--- config.mk ---
export PLATFORM = sky130hd
export DESIGN_NAME = txq_frame_fifo
export DESIGN_NICKNAME = d
export VERILOG_FILES = /design/src/rtl/txq_frame_fifo_pkg.sv /design/src/rtl/txq_store.sv /design/src/rtl/txq_ptrs.sv /design/src/rtl/txq_frame_ctrl.sv /design/src/rtl/txq_frame_fifo.sv
export SDC_FILE = /design/constraint.sdc
export NUM_CORES = 1
export LEC_CHECK = 0
export ABC_AREA = 1
export ABC_CLOCK_PERIOD_IN_PS = 3600
export BUFFER_PORTS_ARGS = -buffer_cell sky130_fd_sc_hd__buf_2
export CORE_MARGIN = 1
export CORE_UTILIZATION = 55
export CTS_BUF_LIST = sky130_fd_sc_hd__clkbuf_4
export CTS_CLUSTER_DIAMETER = 60
export DETAILED_ROUTE_END_ITERATION = 12
export PLACE_DENSITY = 0.77
export SLEW_MARGIN = 10
export SYNTH_ARGS = -nofsm -noshare
export SYNTH_HDL_FRONTEND = slang
export SYNTH_HIERARCHICAL = 1
export SYNTH_SLANG_ARGS = --single-unit
export TNS_END_PERCENT = 50
--- constraint.sdc ---
create_clock -name clk -period 3.6 [get_ports clk]
set_input_delay 0.54 -clock clk [delete_from_list [all_inputs] [get_ports clk]]
set_output_delay 0.54 -clock clk [all_outputs]
set_load 0.02 [all_outputs]
--- src/rtl/txq_frame_fifo_pkg.sv ---
// Shared types for the transmit frame FIFO.
// Assumes a fixed 32-bit host double word.
package txq_frame_fifo_pkg;
    localparam int TXQ_DATA_W = 32;

    // One stored entry: data plus end-of-frame marker
    typedef struct packed {
        logic                  eof;
        logic [TXQ_DATA_W-1:0] data;
    } txq_entry_t;
endpackage

--- src/rtl/txq_store.sv ---
// Entry storage: 2^ADDR_W entries of type txq_entry_t.
// One write port. The read port is combinational (show-ahead).
// Assumes the caller never writes a slot that is still held.
module txq_store
    import txq_frame_fifo_pkg::*;
#(
    parameter int ADDR_W = 4
) (
    input  logic              clk,
    input  logic              we,
    input  logic [ADDR_W-1:0] waddr,
    input  txq_entry_t        wentry,
    input  logic [ADDR_W-1:0] raddr,
    output txq_entry_t        rentry
);
    localparam int DEPTH = 1 << ADDR_W;

    txq_entry_t slots [DEPTH];

    // Store an accepted entry
    always_ff @(posedge clk) begin
        if (we) slots[waddr] <= wentry;
    end

    // Present the head entry
    always_comb rentry = slots[raddr];
endmodule

--- src/rtl/txq_ptrs.sv ---
// Pointer unit: write, read and frame-start pointers, each ADDR_W+1 bits wide.
// Full is measured against the frame-start pointer, so space is released
// only on commit. Empty is measured against the read pointer.
// Assumes push is never asserted while full.
module txq_ptrs #(
    parameter int ADDR_W = 4,
    localparam int PW = ADDR_W + 1
) (
    input  logic          clk,
    input  logic          rst_n,
    input  logic          flush,
    input  logic          push,
    input  logic          pop,
    input  logic          rewind,
    input  logic          commit,
    output logic [PW-1:0] wr_ptr,
    output logic [PW-1:0] rd_ptr,
    output logic [PW-1:0] sop_ptr,
    output logic          full,
    output logic          empty
);
    // Write pointer advance
    always_ff @(posedge clk) begin
        if (!rst_n || flush) wr_ptr <= '0;
        else if (push)       wr_ptr <= wr_ptr + 1'b1;
    end

    // Read pointer: rewind reloads the frame start, pop advances
    always_ff @(posedge clk) begin
        if (!rst_n || flush) rd_ptr <= '0;
        else if (rewind)     rd_ptr <= sop_ptr;
        else if (pop)        rd_ptr <= rd_ptr + 1'b1;
    end

    // Frame-start pointer: moves past a frame only when it completes
    always_ff @(posedge clk) begin
        if (!rst_n || flush) sop_ptr <= '0;
        else if (commit)     sop_ptr <= rd_ptr + 1'b1;
    end

    // Flags from the extra pointer bit
    always_comb begin
        full  = (wr_ptr[ADDR_W] != sop_ptr[ADDR_W]) &&
                (wr_ptr[ADDR_W-1:0] == sop_ptr[ADDR_W-1:0]);
        empty = (rd_ptr == wr_ptr);
    end
endmodule

--- src/rtl/txq_frame_ctrl.sv ---
// Frame control: decides pops, commits and underflow, and holds the
// completion pulses and sticky flags.
// Priority: flush, then rewind, then read.
module txq_frame_ctrl (
    input  logic clk,
    input  logic rst_n,
    input  logic rd_req,
    input  logic rewind,
    input  logic flush,
    input  logic no_crc,
    input  logic empty,
    input  logic head_eof,
    output logic rd_avail,
    output logic pop,
    output logic commit,
    output logic frame_done,
    output logic crc_req,
    output logic tx_ok,
    output logic underflow,
    output logic retry_err
);
    logic in_frame;
    logic uf_evt;

    // Read-side decisions
    always_comb begin
        rd_avail = !empty && !retry_err;
        pop      = rd_req && rd_avail && !flush && !rewind;
        commit   = pop && head_eof;
        uf_evt   = rd_req && empty && in_frame && !retry_err && !flush && !rewind;
    end

    // Track whether part of a frame has been consumed
    always_ff @(posedge clk) begin
        if (!rst_n || flush)    in_frame <= 1'b0;
        else if (rewind)        in_frame <= 1'b0;
        else if (uf_evt)        in_frame <= 1'b0;
        else if (pop)           in_frame <= !head_eof;
    end

    // Completion pulses, one cycle after the last word is consumed
    always_ff @(posedge clk) begin
        if (!rst_n || flush) begin
            frame_done <= 1'b0;
            crc_req    <= 1'b0;
        end else begin
            frame_done <= commit;
            crc_req    <= commit && !no_crc;
        end
    end

    // Sticky flags, cleared only by reset or flush
    always_ff @(posedge clk) begin
        if (!rst_n || flush) begin
            tx_ok     <= 1'b0;
            underflow <= 1'b0;
            retry_err <= 1'b0;
        end else begin
            if (commit) tx_ok     <= 1'b1;
            if (uf_evt) underflow <= 1'b1;
            if (uf_evt) retry_err <= 1'b1;
        end
    end
endmodule

--- src/rtl/txq_frame_fifo.sv ---
// Transmit frame FIFO top: joins the storage, pointers and frame control.
// Assumes a single clock and that the host raises wr_last with the
// final word of each frame.
module txq_frame_fifo
    import txq_frame_fifo_pkg::*;
#(
    parameter int ADDR_W = 4,
    localparam int PW = ADDR_W + 1
) (
    input  logic                  clk,
    input  logic                  rst_n,
    input  logic                  wr_en,
    input  logic [TXQ_DATA_W-1:0] wr_data,
    input  logic                  wr_last,
    output logic                  wr_full,
    input  logic                  rd_req,
    output logic                  rd_avail,
    output logic [TXQ_DATA_W-1:0] rd_data,
    output logic                  rd_last,
    input  logic                  rewind,
    input  logic                  flush,
    input  logic                  no_crc,
    output logic                  frame_done,
    output logic                  crc_req,
    output logic                  tx_ok,
    output logic                  underflow,
    output logic                  retry_err
);
    logic [PW-1:0] wr_ptr, rd_ptr, sop_ptr;
    logic          full, empty, push, pop, commit;
    txq_entry_t    wentry, rentry;

    // Write acceptance and entry packing
    always_comb begin
        push        = wr_en && !full && !flush;
        wentry.data = wr_data;
        wentry.eof  = wr_last;
        wr_full     = full;
        rd_data     = rentry.data;
        rd_last     = rentry.eof;
    end

    txq_store #(.ADDR_W(ADDR_W)) u_store (
        .clk    (clk),
        .we     (push),
        .waddr  (wr_ptr[ADDR_W-1:0]),
        .wentry (wentry),
        .raddr  (rd_ptr[ADDR_W-1:0]),
        .rentry (rentry)
    );

    txq_ptrs #(.ADDR_W(ADDR_W)) u_ptrs (
        .clk     (clk),
        .rst_n   (rst_n),
        .flush   (flush),
        .push    (push),
        .pop     (pop),
        .rewind  (rewind),
        .commit  (commit),
        .wr_ptr  (wr_ptr),
        .rd_ptr  (rd_ptr),
        .sop_ptr (sop_ptr),
        .full    (full),
        .empty   (empty)
    );

    txq_frame_ctrl u_ctrl (
        .clk        (clk),
        .rst_n      (rst_n),
        .rd_req     (rd_req),
        .rewind     (rewind),
        .flush      (flush),
        .no_crc     (no_crc),
        .empty      (empty),
        .head_eof   (rentry.eof),
        .rd_avail   (rd_avail),
        .pop        (pop),
        .commit     (commit),
        .frame_done (frame_done),
        .crc_req    (crc_req),
        .tx_ok      (tx_ok),
        .underflow  (underflow),
        .retry_err  (retry_err)
    );
endmodule

==> impl_metrics.yaml <==
status:
  status: "completed"
placed_design:
  dp.cells: 2855
  gp_congestion: 0.857
  dpl.hpwl_um: 31100
  portBuffers: 79
  post_dp_cell_area_um2: 24800
routing:
  routed_via_density: 5.41
  drt_iter0_drc: 1828
  wl_um: 56800
  vias: 16700
  antenna_left: 0
  first_pass_iters: 6
  drc_errors: 0
  wl_per_cell_um: 18.4
synthesis:
  avgSynthCellArea_um2: 10.3
  synth_top_cell_by_area: "edfxtp_1"
  synth.top_cells.by_area: "edfxtp_1 (67%), nand2_1 (12%), nand3_1 (8.6%)"
  ys_seq_area_share_pct: 68.6
  yosysWarningCount: 6
  postSynth.asyncResetShare_pct: 0
  synth_nets: 2349
  synthDistinctLibCells: 31
  synthFlopType: "edfxtp_1"
  synth-seq-cells: 548
  syn_inst: 2307
  yosysMostFrequentCell: "nand2_1"
  synth.top_cell.area_share_pct: 66.9
  syn-cell-area_um2: 23700
  synth-edff-count: 528
  yosys-top-cells-count: "nand2_1 (728), edfxtp_1 (528), inv_1 (422)"
clock_tree:
  clkTransAtPathRegs_ns: 0.07
  cts_sinks: 548
  cts_htree_levels: 4
  clock-root-buffer: "clkbuf_4"
  cts_buffer_depth: 3
  clkLatencyLatePin_ns: 0.84
  cts_tree: "built"
  cts_buffers: 139
setup_path:
  cp_data_required_time_ns: 3.06
  startpoint_type: "flip-flop"
  cp_max_fo: 48
  worstPathArrival_ns: 2.80
  endpoint_kind: "output pin"
  critPathKind: "reg2out"
global_route:
  grt.busiest_layer: "met2"
  grt_pass1_wl_um: 88100
  grtUsageMet1_pct: 34.0
  grt_antenna_before_repair: 2
  met3_usage_pct: 5.33
  grtUsageMet2_pct: 42.9
  grt_max_degree: 152
  grt.total_usage_pct: 26.3
  grt_overflow: 0
  grt_pass1_vias: 16600
final_layout:
  fin_area_um2: 26500
  final_nets: 2500
  area_delta_synth_final_pct: 11.6
  instances_no_fill: 3085
  drive_gt1_share_pct: 14.4
sta:
  tightestPinTransition_ns: 0.984
  fin_skew_ns: 0.0453
  rsz0062_at_grt: "no"
  fin_setup_tns_ns: 0
  slew_headroom_pct: 34.4
  drv_slew: 0
  period_needed_ns: 3.34
  clock.fmax_mhz: 300
  hold_viol: 0
  setup_viol: 0
  finalCritPeriodShare_pct: 92.6
floorplan:
  die-area_um2: 43900
  start_util_pct: 56.1
  row_count: 75
  die_x_um: 210
  io_pins: 80
  die_h_um: 210
  coreArea_um2: 42200
power_and_ir_drop:
  p_leak_nw: 11.4
  vdd_drop_max_mv: 0.213
  pwr_density_cell_nw_per_um2: 461
run:
  drv_cap: 0
worst_hold_path:
  hold_path.class: "in2reg"
==> registers in the layout, summed over array words and instances (netlist names) <==
register           count
u_ptrs/rd_ptr          5
u_ctrl/in_frame        1
u_store/slots        528
u_ctrl/retry_err       1
u_ctrl/frame_done      1
u_ptrs/sop_ptr         5
u_ctrl/crc_req         1
u_ptrs/wr_ptr          5
u_ctrl/tx_ok           1
==> worst paths after layout <==
path | from | end | slack (ns) | cells after the start
setup reg to reg | u_ptrs/wr_ptr[0] | u_store/slots[12][14] | 0.82 | 9
hold / removal | wr_data[27] | u_store/slots[4][27] | 0.06 | 1
setup / recovery | u_ptrs/rd_ptr[1] | rd_data[1] | 0.26 | 7
hold reg to reg | u_ctrl/tx_ok | u_ctrl/tx_ok | 0.48 | 2
==> report_power, final <==
part	internal [mW]	total, mW	switching, mW
sequential	7.00	7.01	0.00658
clock	2.52	4.92	2.40
combinational	0.0604	0.256	0.196
total	9.59	12.2	2.60
==> critical path: stages, from the launching register on <==
cell and delay (ns):
dfxtp_4 0.36, inv_4 0.49, buf_4 0.41, nand3_1 0.13
nand3_1 0.09, nand3_1 0.09, nand2_1 0.17, buf_2 0.19
==> timing repair <==
action,in CTS,in global routing
buffers inserted,0,0
hold buffers,1,0
gates resized for setup,0,1
endpoints found under the hold margin,1,0
setup endpoints to repair,0,1
==> layout make-up <==
class / count / area, um2
Inverter: 426 / 1610
Multi-Input combinational cell: 1221 / 5410
Sequential cell: 548 / 16300
Fill cell: 3291 / 15800
Clock inverter: 35 / 186
Antenna cell: 2 / 5.00
Tap cell: 539 / 674
Clock buffer: 192 / 1440
Timing Repair Buffer: 122 / 871
==> cell usage in the layout (no fill, tap or decap), types with 4 or more instances in the layout <==
master	n
nor2_1	19
nor2_4	20
buf_2	79
dfxtp_1	16
buf_4	30
xnor2_1	8
a21oi_1	10
inv_1	420
clkinvlp_4	4
edfxtp_1	528
o21ai_1	4
inv_2	8
nand3_1	406
clkbuf_4	192
nand2_1	728
clkinv_1	21
buf_12	12
==> per-layer routing <==
metal | share of wire [%] | routed length (um)
met1 | 40 | 22500
met2 | 49 | 27700
met3 | 8.6 | 4860
met4 | 3.1 | 1750
met5 | 0.016 | 9
==> cell families (layout without fill, tap and decap cells) <==
group           count (synthesis)  after routing  share of synthesized area, %
flops                         548            548                          68.6
xor+xnor                        9              9                         0.332
other cells                     0              2                             0
compound gates                 20             20                         0.470
buf+inv                       538            775                          9.13
fa+ha+maj                       2              2                         0.106
simple gates                 1190           1190                          21.4
==> per-stage QoR <==
stage               power (mW)  setup WS, ns  hold slack, ns  utilization (%)
CTS                       12.3         0.154        0.000844             62.7
floorplan                 7.25         0.474           0.466                -
global route              12.6        0.0964          0.0180             62.7
detailed placement        7.40         0.915           0.475             58.8
global placement          7.39         0.927           0.475             58.8
finish                    12.2         0.265          0.0648             62.7
Note: power is estimated with default switching activity, not from simulation.
